**src/rtl/fbp_pkg.sv**
```systemverilog
package fbp_pkg;

    // flit kind on the wire
    typedef enum logic [1:0] {
        K_BODY   = 2'b00,
        K_HEAD   = 2'b01,
        K_TAIL   = 2'b10,
        K_SINGLE = 2'b11
    } kind_e;

    // source picked by the output selector
    typedef enum logic [1:0] {
        SRC_NONE = 2'd0,
        SRC_XBAR = 2'd1,
        SRC_RING = 2'd2,
        SRC_CORE = 2'd3
    } src_e;

    typedef enum logic [1:0] {
        ST_IDLE = 2'd0,
        ST_XBAR = 2'd1,
        ST_RING = 2'd2,
        ST_CORE = 2'd3
    } state_e;

    localparam int NUM_SRC = 3;

    function automatic logic is_start(input logic [1:0] k);
        return (k == K_HEAD) || (k == K_SINGLE);
    endfunction

    function automatic logic is_end(input logic [1:0] k);
        return (k == K_TAIL) || (k == K_SINGLE);
    endfunction

endpackage

```
**src/rtl/fbp_lock_fsm.sv**
```systemverilog
module fbp_lock_fsm
    import fbp_pkg::*;
(
    input  logic       clk,
    input  logic       rst_n,
    input  logic       fault_xbar,
    input  logic       fault_ni,
    input  logic       x_valid,
    input  logic [1:0] x_kind,
    input  logic       r_valid,
    input  logic [1:0] r_kind,
    input  logic       c_valid,
    input  logic [1:0] c_kind,
    input  logic       out_ready,
    output src_e       sel
);

    state_e     state_q, state_d;
    logic       rr_q, rr_d;      // 1: core preferred
    logic       bypass;
    logic       r_go, c_go;
    logic       sel_valid;
    logic [1:0] sel_kind;
    logic       fire;

    assign bypass = fault_xbar | fault_ni;
    assign r_go   = r_valid && is_start(r_kind);
    assign c_go   = c_valid && is_start(c_kind);

    // state register
    always_ff @(posedge clk) begin
        if (!rst_n) begin
            state_q <= ST_IDLE;
            rr_q    <= 1'b0;
        end else begin
            state_q <= state_d;
            rr_q    <= rr_d;
        end
    end

    // output: selection
    always_comb begin
        sel = SRC_NONE;
        unique case (state_q)
            ST_IDLE: begin
                if (!bypass) begin
                    if (x_valid && is_start(x_kind)) sel = SRC_XBAR;
                end else if (r_go && c_go) begin
                    sel = rr_q ? SRC_CORE : SRC_RING;
                end else if (r_go) begin
                    sel = SRC_RING;
                end else if (c_go) begin
                    sel = SRC_CORE;
                end
            end
            ST_XBAR: sel = SRC_XBAR;
            ST_RING: sel = SRC_RING;
            ST_CORE: sel = SRC_CORE;
            default: sel = SRC_NONE;
        endcase
    end

    always_comb begin
        unique case (sel)
            SRC_XBAR: begin sel_valid = x_valid; sel_kind = x_kind; end
            SRC_RING: begin sel_valid = r_valid; sel_kind = r_kind; end
            SRC_CORE: begin sel_valid = c_valid; sel_kind = c_kind; end
            default:  begin sel_valid = 1'b0;    sel_kind = K_BODY; end
        endcase
    end

    assign fire = sel_valid && out_ready;

    // next state: lock, single, release, hold
    always_comb begin
        state_d = state_q;
        rr_d    = rr_q;
        if (fire) begin
            if (state_q == ST_IDLE) begin
                if (sel == SRC_RING) rr_d = 1'b1;
                if (sel == SRC_CORE) rr_d = 1'b0;
                if (sel_kind == K_HEAD) begin
                    unique case (sel)
                        SRC_XBAR: state_d = ST_XBAR;
                        SRC_RING: state_d = ST_RING;
                        SRC_CORE: state_d = ST_CORE;
                        default:  state_d = ST_IDLE;
                    endcase
                end
            end else if (is_end(sel_kind)) begin
                state_d = ST_IDLE;
            end
        end
    end

endmodule

```
**src/rtl/fbp_vc_lift.sv**
```systemverilog
module fbp_vc_lift #(
    parameter int VC_W   = 1,
    parameter int MIN_VC = 1
) (
    input  logic [VC_W-1:0] vc_in,
    output logic [VC_W-1:0] vc_out
);
    localparam logic [VC_W-1:0] FLOOR = VC_W'(MIN_VC);

    assign vc_out = (vc_in < FLOOR) ? FLOOR : vc_in;
endmodule

```
**src/rtl/fbp_sel_mux.sv**
```systemverilog
module fbp_sel_mux
    import fbp_pkg::*;
#(
    parameter int FLIT_W = 64,
    parameter int VC_W   = 1
) (
    input  src_e                    sel,
    input  logic [NUM_SRC-1:0]      s_valid,
    input  logic [NUM_SRC-1:0][1:0] s_kind,
    input  logic [NUM_SRC-1:0][VC_W-1:0]   s_vc,
    input  logic [NUM_SRC-1:0][FLIT_W-1:0] s_flit,
    input  logic                    out_ready,
    output logic [NUM_SRC-1:0]      s_ready,
    output logic                    out_valid,
    output logic [1:0]              out_kind,
    output logic [VC_W-1:0]         out_vc,
    output logic [FLIT_W-1:0]       out_flit
);

    // source index i is selected by code i+1
    for (genvar i = 0; i < NUM_SRC; i++) begin : g_rdy
        assign s_ready[i] = out_ready && (sel == src_e'(i + 1));
    end

    always_comb begin
        out_valid = 1'b0;
        out_kind  = '0;
        out_vc    = '0;
        out_flit  = '0;
        if (sel != SRC_NONE) begin
            out_valid = s_valid[sel - 2'd1];
            out_kind  = s_kind[sel - 2'd1];
            out_vc    = s_vc[sel - 2'd1];
            out_flit  = s_flit[sel - 2'd1];
        end
    end

endmodule

```
**src/rtl/fbp_out_port.sv**
```systemverilog
module fbp_out_port
    import fbp_pkg::*;
#(
    parameter int FLIT_W      = 64,
    parameter int VC_W        = 1,
    parameter int RING_MIN_VC = 1
) (
    input  logic              clk,
    input  logic              rst_n,
    input  logic              fault_xbar,
    input  logic              fault_ni,
    input  logic              xbar_valid,
    input  logic [1:0]        xbar_kind,
    input  logic [VC_W-1:0]   xbar_vc,
    input  logic [FLIT_W-1:0] xbar_flit,
    output logic              xbar_ready,
    input  logic              ring_valid,
    input  logic [1:0]        ring_kind,
    input  logic [VC_W-1:0]   ring_vc,
    input  logic [FLIT_W-1:0] ring_flit,
    output logic              ring_ready,
    input  logic              core_valid,
    input  logic [1:0]        core_kind,
    input  logic [VC_W-1:0]   core_vc,
    input  logic [FLIT_W-1:0] core_flit,
    output logic              core_ready,
    output logic              out_valid,
    output logic [1:0]        out_kind,
    output logic [VC_W-1:0]   out_vc,
    output logic [FLIT_W-1:0] out_flit,
    input  logic              out_ready
);

    src_e                           sel;
    logic [VC_W-1:0]                ring_vc_up;
    logic [NUM_SRC-1:0]             rdy;

    fbp_lock_fsm u_fsm (
        .clk        (clk),
        .rst_n      (rst_n),
        .fault_xbar (fault_xbar),
        .fault_ni   (fault_ni),
        .x_valid    (xbar_valid),
        .x_kind     (xbar_kind),
        .r_valid    (ring_valid),
        .r_kind     (ring_kind),
        .c_valid    (core_valid),
        .c_kind     (core_kind),
        .out_ready  (out_ready),
        .sel        (sel)
    );

    fbp_vc_lift #(.VC_W(VC_W), .MIN_VC(RING_MIN_VC)) u_lift (
        .vc_in  (ring_vc),
        .vc_out (ring_vc_up)
    );

    fbp_sel_mux #(.FLIT_W(FLIT_W), .VC_W(VC_W)) u_mux (
        .sel       (sel),
        .s_valid   ({core_valid, ring_valid, xbar_valid}),
        .s_kind    ({core_kind, ring_kind, xbar_kind}),
        .s_vc      ({core_vc, ring_vc_up, xbar_vc}),
        .s_flit    ({core_flit, ring_flit, xbar_flit}),
        .out_ready (out_ready),
        .s_ready   (rdy),
        .out_valid (out_valid),
        .out_kind  (out_kind),
        .out_vc    (out_vc),
        .out_flit  (out_flit)
    );

    assign xbar_ready = rdy[0];
    assign ring_ready = rdy[1];
    assign core_ready = rdy[2];

endmodule

```
**config.mk**
```make
export PLATFORM = sky130hd
export DESIGN_NAME = fbp_out_port
export DESIGN_NICKNAME = d
export VERILOG_FILES = /design/src/rtl/fbp_pkg.sv /design/src/rtl/fbp_lock_fsm.sv /design/src/rtl/fbp_vc_lift.sv /design/src/rtl/fbp_sel_mux.sv /design/src/rtl/fbp_out_port.sv
export SDC_FILE = /design/constraint.sdc
export NUM_CORES = 1
export LEC_CHECK = 0
export BUFFER_PORTS_ARGS = -buffer_cell sky130_fd_sc_hd__buf_2
export CAP_MARGIN = 10
export CORE_AREA = 2 2 109 111
export CTS_BUF_LIST = sky130_fd_sc_hd__clkbuf_4 sky130_fd_sc_hd__clkbuf_8
export CTS_CLUSTER_DIAMETER = 30
export DETAILED_ROUTE_END_ITERATION = 10
export DIE_AREA = 0 0 111 113
export HOLD_SLACK_MARGIN = 0.03
export PLACE_DENSITY_LB_ADDON = 0.08
export SLEW_MARGIN = 25
export SYNTH_ARGS = -nofsm -noshare
export SYNTH_HDL_FRONTEND = slang
export SYNTH_SLANG_ARGS = --single-unit
```
**constraint.sdc**
```tcl
create_clock -name clk -period 5.42 [get_ports clk]
set_input_delay 1.355 -clock clk [delete_from_list [all_inputs] [get_ports clk]]
set_output_delay 1.355 -clock clk [all_outputs]
set_load 0.01 [all_outputs]
```
==> run summary, run 1 <==
The fraction of met1 tracks used by global routing was 0.1916; the relative contribution of combinational cells to total power was 0.857. After detailed routing, the total wire length is 10,520 um. Counting I/O delays and the setup requirement, the final critical path takes 4975 ps. Initial antenna violation count: 0. Counting along the longest clock path gives a buffer depth of 2. Relative to the synthesized area, the layout overhead comes to 72.12%. The number of buffer cells added on primary ports was 278. After synthesis the netlist holds a flip-flop and latch count of 3. Power dissipated by switching net loads: 0.3034 mW.

The layout has 1,284 filler cells. The register cell area after layout is 60.06 um2. The critical path crosses 10 cells after its start point. Before CTS, the worst setup slack after placement is 423.4 ps.

For the worst relative slew slack, the log shows 0.7088. The xor-xnor portion of the synthesized cell area is 0. Summing over every cut layer, the via total after detailed routing is 3,496. By instance count, the cell type seen most on the critical path is sky130_fd_sc_hd__buf_2.

The signal on the critical path passes through buf_2 -> o211a_1 -> a32o_1 -> a21o_2 -> ha_4 -> buf_12 -> mux2_2 -> nand2_1 -> a21oi_1 -> buf_2. The portion of the post-synthesis area used by sequential elements was 0.02726. The worst setup path is launched from a primary input.

The initial core utilization was 0.1955; the power per cell area was 173.7 nW/um2. Setup slack closes at 444.7 ps. The final number of max-transition violations is 0. The largest vdd supply drop was 0.0002244 V; the slew at the pin with the worst max-slew slack was 434.1 ps. Setup repair after global routing left no endpoint under its margin. The logs give 0 for the aggregate global routing overflow and 350 for the post-synthesis instance total.

The number of global-route vias before repair was 3,355; the count of pins on the block boundary was 280. When the netlist entered floorplanning its net count stood at 561. The run gives 56 as the maximum number of pins on one net before global-route repair. Family with the most delay on the worst path: compound AO/OA/AOI/OAI gates.

The logs give 11,270 um2 for the standard cell core area and 0 for the count of hold-fix buffers inserted at cts. The logs give 0.2900 for the global routing usage on met2 and 0 for the number of buffers added for setup after CTS. The worst register-to-register path has a depth of 8. Cell at the slowest stage of the critical path: sky130_fd_sc_hd__ha_4. The worst-path maximum fanout was 26; the worst stage delay on the critical path was 500 ps.

The most used routing layer in global routing is met2. The clock latency reported for the late side of the worst-skew pair was 210 ps; the sequential share of power was 0.037. The die boundary width works out to 111 um. The run gives 0.106 as the clock network power share. The run gives 0 ps as the final sum of negative setup slack. The run gives 201.0 MHz as the highest clock rate. The worst register-to-register path ends at u_fsm.rr_q. After clock tree synthesis, the clock-pin slew on the worst setup and hold paths is 30 ps. After detailed placement, the total cell area comes to 3744 um2. All-layer global routing usage: 0.1562.

The wire-length estimate of the detail-placed layout is 8261 um. Count of routing violations after the opening detailed-route iteration: 123. TritonCTS built the clock tree. The count of distinct cell types in the synthesized netlist is 31. The critical path arrival came out at 3620 ps. In this run the worst setup path begins at fault_ni. The finished layout cell area was 3792 um2. The clock drives 3 sinks. For the post-synthesis instance area, the log shows 2203 um2. Routability-driven placement finished with a final weighted congestion of 0.8142. Reg-to-reg startpoint: u_fsm.rr_q.

The logs give 0 for the number of setup violations in the final report and 0 for the count of instances resized after the clock tree is built. The first detailed-routing pass ran for 4 iterations. The fraction of the mapped netlist area in simple logic gates was 0.3027. The fraction of the mapped netlist area in compound gates came out at 0.2260. The flow ran to the end, and the final reports show no timing, DRC or antenna violations. Met3 usage in global routing: 0.03160. The share of final-layout standard cells stronger than drive strength 1 came out at 0.6043.

The worst setup path is captured at an output port. The total of warnings raised by yosys is 0, and the hold violation total from the final report is 0. For the leakage component of the power, the log shows 1.941 nW. Adder and majority cell fraction of the synthesized area: 0.01136. In the routed design, unresolved DRC markers number 0.

Summing all multi-input logic gate instances after layout gives 1961 um2. The largest total area in the synthesized netlist belongs to sky130_fd_sc_hd__mux2_2. By startpoint and endpoint, the worst setup path is classified as in2out.

The CTS buffer count is 3, and the die outline height is 113 um. The net count reported at finish is 816. The root buffer cell was sky130_fd_sc_hd__clkbuf_8.

The post-synthesis area per instance is 6.295 um2, and the area of the die is 12,540 um2. Data on the critical path is required at its endpoint by 4070 ps. The tools report the diode insertion count for antenna repair as 0. The critical path contains buffers and inverters numbering 3 combined.

The portion of synthesized cell area occupied by the leading cell type came out at 0.3424. Dividing the detail-routed wire length by the instance count gives 14.08 um. For the final database, setup skew stands at 1.296 ps. The fraction of power spent switching nets was 0.4606; the overall power consumption was 0.6588 mW. The run gives 1 as the deepest level of the CTS H-tree. After synthesis, the largest family of logic cells by area is multiplexers. The number of rows in the core area is 39. By area the synthesized netlist is led by sky130_fd_sc_hd__mux2_2 (34%), sky130_fd_sc_hd__a21oi_1 (15%), sky130_fd_sc_hd__nand3_1 (15%), sky130_fd_sc_hd__nand2_1 (12%), sky130_fd_sc_hd__clkbuf_1 (4.6%). The run gives 0 as the remaining antenna violation count after routing. In the routed layout, each cell is associated on average with a via count of 4.680. The tools report the setup slack of the most critical reg-to-reg path as 3140 ps. The wire length of the first global-routing pass came out at 16,640 um. The share of cell area taken by muxes after synthesis came out at 0.3424. Type of the tightest min-delay check: reg2reg. The internal portion of the total power is 0.3554 mW.

The tools report the worst setup path endpoint as out_flit[49]. The final period utilization is 0.9180, and the reported max-cap violation count is 0.
[cells by family after synthesis]
| group | after synthesis |
|---|---|
| multiplexers | 67 |
| adder cells (fa/ha/maj) | 2 |
| AND/OR/NAND/NOR | 147 |
| flip-flops | 3 |
| AO/OA/AOI/OAI | 88 |
| buffers and inverters | 43 |
[per-stage QoR]
| stage | hold WS [ps] | utilization | cells |
|---|---|---|---|
| after floorplan | 470.5 | - | 350 |
| after global placement | 505.7 | 0.3321 | 743 |
| after detailed placement | 515.0 | 0.3321 | 743 |
| after CTS | 516.1 | 0.3364 | 747 |
| after global routing | 574.5 | 0.3364 | 747 |
| final | 520.4 | 0.3364 | 747 |
[power by group through the flow]
stage          clock (mW)  combinational (mW)  sequential (mW)
3_3_place_gp            0               0.566           0.0248
4_1_cts            0.0718               0.572           0.0245
5_1_grt            0.0757               0.624           0.0247
6_report           0.0698               0.564           0.0246
3_5_place_dp            0               0.569           0.0248
2_1_floorplan           0               0.352           0.0239
[per-layer routing]
layer  wire, um  up-vias  share of wire
met1       4245     1560           0.40
met2       5353      153           0.51
met4        114        0          0.011
met5          0        -              0
met3        806       12          0.077
li1           -     1771              -
[worst register-to-register path, stage by stage (launching register included)]
cell and delay, ps:
sky130_fd_sc_hd__dfxtp_1 320, sky130_fd_sc_hd__nand3b_1 160, sky130_fd_sc_hd__a32o_1 270, sky130_fd_sc_hd__a21o_2 280
sky130_fd_sc_hd__ha_4 180, sky130_fd_sc_hd__and2_1 150, sky130_fd_sc_hd__a221o_1 390, sky130_fd_sc_hd__and3_1 180
sky130_fd_sc_hd__o221a_2 230
[Yosys cell counts, drive strengths merged]
master and n:
o32ai 1, a22oi 2, clkinv 1, a211oi 2
inv 3, o31a 1, o211ai 3, dfxtp 3
a21boi 1, and4b 1, o211a 2, nand3b 3
o21ai 3, and3 1, ha 2, clkbuf 27
a21o 1, mux2 67, nand3 67, nor3b 1
o221a 1, buf 12, a31oi 1, a21oi 68
and2 3, nand2 69, a221o 1, nor2 2
a32o 1
[worst min-delay path by stage]
stage	start	end	slack, ps	cells past startpoint
floorplan	u_fsm.state_q[1]	u_fsm.state_q[1]	470	2
global placement	u_fsm.state_q[1]	u_fsm.state_q[1]	510	2
detailed placement	u_fsm.state_q[1]	u_fsm.state_q[1]	520	2
CTS	u_fsm.state_q[1]	u_fsm.state_q[1]	520	2
global route	u_fsm.state_q[1]	u_fsm.state_q[1]	570	2
finish	u_fsm.state_q[1]	u_fsm.state_q[1]	520	2
[registers in the layout, indices dropped and copies added, names as in the netlist]
register and flops:
u_fsm.rr_q 1, u_fsm.state_q 2
[area by class of cell]
| type | count | share of cell area |
|---|---|---|
| sequential | 3 | 0.01584 |
| tap | 143 | 0.04718 |
| multi-input combinational | 304 | 0.5170 |
| timing repair buffer | 289 | 0.4018 |
| inverter | 4 | 0.005279 |
| clock buffer | 4 | 0.01287 |
[layout by cell type (no fill, tap or decap), drive strengths merged, types with 2 or more instances in the layout]
master and n:
buf 289, nand2 69, a21oi 68, nand3 67
mux2 67, clkbuf 4, inv 3, nand3b 3
o211ai 3, and2 3, o21ai 3, dfxtp 3
nor2 2, o211a 2, a22oi 2, a211oi 2
ha 2
No activity file was read; power rests on OpenSTA's default activity.
==> inputs of run 2 (changes only) <==
--- a/config.mk
+++ b/config.mk
@@ -13,7 +13,7 @@
 export DETAILED_ROUTE_END_ITERATION = 10
 export DIE_AREA = 0 0 111 113
 export HOLD_SLACK_MARGIN = 0.03
-export PLACE_DENSITY_LB_ADDON = 0.08
+export PLACE_DENSITY_LB_ADDON = 0.05
 export SLEW_MARGIN = 25
 export SYNTH_ARGS = -nofsm -noshare
 export SYNTH_HDL_FRONTEND = slang
==> run 2 against run 1 <==
  * Sequential power hardly changed
  * Critical path depth stayed put
  * Die area stayed put
  * Utilization is 0.44 points lower
  * Worst setup slack better by 46 ps
  * Combinational power is 3.5% lower
  * Via count is 1.2% lower
  * Largest power group unchanged
==> run summary, run 2 (synthesis results as in run 1) <==
The routability-driven placement congestion ratio came out at 0.7499 (-7.9%). The average vias per placed instance was 4.656 (-0.51%); the share of final-layout standard cells stronger than drive strength 1 was 0.6010 (-0.003303). The post-route minimum period was 4930 ps (-45.65 ps).

Number of cells on the worst hold path: 2 (unchanged). The total length of routed wires is 10,270 um (-2.4%), and the worst-path maximum fanout is 79 (+200%). The signal on the critical path passes through buf_2 -> o211a_1 -> a32o_1 -> a21o_2 -> ha_4 -> buf_12 -> mux2_2 -> nand2_1 -> a21oi_1 -> buf_2. The relative contribution of combinational cells to total power is 0.854 (-0.003), and the clock-pin slew of the registers on the worst-case setup and hold paths is 30 ps (about the same). Setup repair after global routing left no endpoint under its margin. The tools report the smallest hold slack as 529.9 ps (+9.538 ps). The worst hold path belongs to the class reg2reg. The run gives 0 (unchanged) as the count of instances resized after the clock tree is built. Register with the most flip-flops: u_fsm.state_q. Final sum of negative setup slack: 0 ps (unchanged).

The cell at the slowest stage of the critical path is sky130_fd_sc_hd__mux2_2. The run gives 4070 ps (about the same) as the data required time at the worst endpoint. The run gives 0 (unchanged) as the diode insertion count for antenna repair. The largest registers in the layout are u_fsm.state_q x2, u_fsm.rr_q x1. The number of vias after detailed routing is 3,455 (-1.2%).

The number of setup violations in the final report was 0 (unchanged); the leakage component of the power was 1.913 nW (-1.5%). The final number of max-transition violations came out at 0 (unchanged). The standard cell core area is 11,270 um2 (unchanged), and the detailed-placement wirelength estimate is 7814 um (-5.4%). The slew at the pin with the worst max-slew slack was 448.9 ps (+14.80 ps).

The run gives 0.2945 (+0.004499) as the global routing usage on met2. The root buffer cell chosen for the clock tree is sky130_fd_sc_hd__clkbuf_8. The aggregate global routing overflow was 0 (unchanged); the count of pins on the block boundary was 280 (unchanged). The logs give 0 (unchanged) for the count of hold-fix buffers inserted at cts and 811 (-0.61%) for the net count reported at finish.

The worst setup path is launched from a primary input. The maximum number of pins on one net before global-route repair was 80 (+43%). The number of global-route vias before repair is 3,280 (-2.2%), and the number of buffer cells added on primary ports is 278 (unchanged). The fraction of power spent switching nets works out to 0.4657 (+0.005083). The logs give 742 (-0.67%) for the final instance count without filler cells and 0.1464 (-0.009807) for the all-layer global routing usage. The detailed-route wire length per cell works out to 13.84 um (-1.7%). The tools report the internal power summed over all cells as 0.3402 mW (-4.3%). The remaining antenna violation count after routing is 0 (unchanged), and the fraction of met1 tracks used by global routing is 0.1584 (-0.03329). The final period utilization came out at 0.9095 (-0.008422).

The number of flip-flops in the largest register came out at 2 (unchanged). The tools report the deepest level of the CTS H-tree as 1 (unchanged). Worst stage delay on the critical path: 380 ps (-120 ps).

Compared with the post-synthesis result, the final layout area differs by 69.85%. The critical path arrival is 3570 ps (-50 ps), and the count of routing violations after the opening detailed-route iteration is 129 (+4.9%). The number of buffers added for setup after CTS was 0 (unchanged); the setup slack of the most critical reg-to-reg path was 3140 ps (about the same). The top cell types in the final layout, fill and taps aside, are sky130_fd_sc_hd__buf_2 (278), sky130_fd_sc_hd__nand2_1 (69), sky130_fd_sc_hd__a21oi_1 (68), sky130_fd_sc_hd__nand3_1 (67), sky130_fd_sc_hd__mux2_2 (67). The reported max-cap violation count was 0 (unchanged).

The most used routing layer in global routing was met2. The tools report the power dissipated by switching net loads as 0.2964 mW (-2.3%). The tools report the clock latency reported for the late side of the worst-skew pair as 210 ps (about the same). The run gives 488.0 ps (+64.62 ps) as the setup slack after placement. The initial antenna violation count is 0 (unchanged). The count of TritonRoute iterations in the first routing pass was 4 (unchanged). The worst setup path is of the in2out kind. The tools report the CTS buffer count as 3 (unchanged).

The met3 usage in global routing is 0.03053 (-0.001071), and the number of rows in the core area is 39 (unchanged). Largest vdd supply drop: 0.0001773 V (-21%). The post-route DRC violation count came out at 0 (unchanged). For the worst relative slew slack, the log shows 0.6989 (-0.009927). The power per cell area was 170.1 nW/um2 (-2.1%). The run finished with clean final reports.

The highest clock rate was 202.9 MHz (+0.93%); the maximum buffer depth of the clock tree was 2 (unchanged). TritonCTS built the clock tree. The wire length of the first global-routing pass is 15,590 um (-6.3%), and the hold violation total from the final report is 0 (unchanged).

Count of cells along the worst register-to-register path: 8 (unchanged). The die boundary width came out at 111 um (unchanged). Category of the worst setup path capture point: an output port. The tools report the sequential share of power as 0.039 (+0.002). The die outline height works out to 113 um (unchanged). The logs give 490.3 ps (+45.65 ps) for the final worst slack and 3 (unchanged) for the number of sinks handled by clock tree synthesis. The total placed cells including tap cells was 738 (-0.67%). The final worst clock skew is 3.404 ps (+2.108 ps). The clock network power share is 0.108 (+0.002).

The tools report the area of the die as 12,540 um2 (unchanged). Initial core utilization: 0.1955 (unchanged). The library cell used most frequently in the layout, excluding fill and tap cells, is sky130_fd_sc_hd__buf_2.

Among the stages of the critical path, the cell type that occurs most often is sky130_fd_sc_hd__buf_2.
==> run 2: cell types whose count changed in the layout (fill, tap and decap cells not counted) <==
| cell | before | now |
|---|---|---|
| sky130_fd_sc_hd__buf_4 | 7 | 3 |
| sky130_fd_sc_hd__buf_12 | 4 | 3 |
==> run 2: worst paths after layout <==
kind,start,to
max,fault_ni,out_flit[25]
min,u_fsm.state_q[1],u_fsm.state_q[1]
max reg2reg,u_fsm.rr_q,u_fsm.rr_q
min reg2reg,u_fsm.state_q[1],u_fsm.state_q[1]
==> run 2: metal layers <==
metal	wire length [um]	vias up
li1	-	1757
met1	3959	1527
met2	5367	159
met3	785	12
met4	154	0
met5	0	-
==> run 2: critical path: cells and delay by family <==
kind | cells | cell delay (ps)
muxes | 1 | 380
adders and majority gates | 1 | 310
buffers and inverters | 3 | 580
AOI/OAI and AO/OA | 4 | 820
and+or+nand+nor | 1 | 70
==> run 2: stage by stage <==
step	utilization	area (um2)	power, mW
floorplan	-	2203	0.3757
global placement	0.3277	3694	0.5757
detailed placement	0.3277	3694	0.5754
CTS	0.3320	3742	0.6470
global route	0.3320	3742	0.6975
finish	0.3320	3742	0.6366
==> run 2: layout make-up <==
cell class                      count  area [um2]
Clock buffer                        4       48.80
Fill cell                        1270        7530
Inverter                            4       20.02
Multi-Input combinational cell    304        1961
Sequential cell                     3       60.06
Tap cell                          143       178.9
Timing Repair Buffer              284        1474
==> run 2: power groups by stage <==
stage | Clock [mW] | Sequential [mW] | Combinational, mW
2_1_floorplan | 0 | 0.0239 | 0.352
4_1_cts | 0.0693 | 0.0245 | 0.553
3_3_place_gp | 0 | 0.0249 | 0.551
6_report | 0.0685 | 0.0246 | 0.544
3_5_place_dp | 0 | 0.0247 | 0.551
5_1_grt | 0.0721 | 0.0246 | 0.601
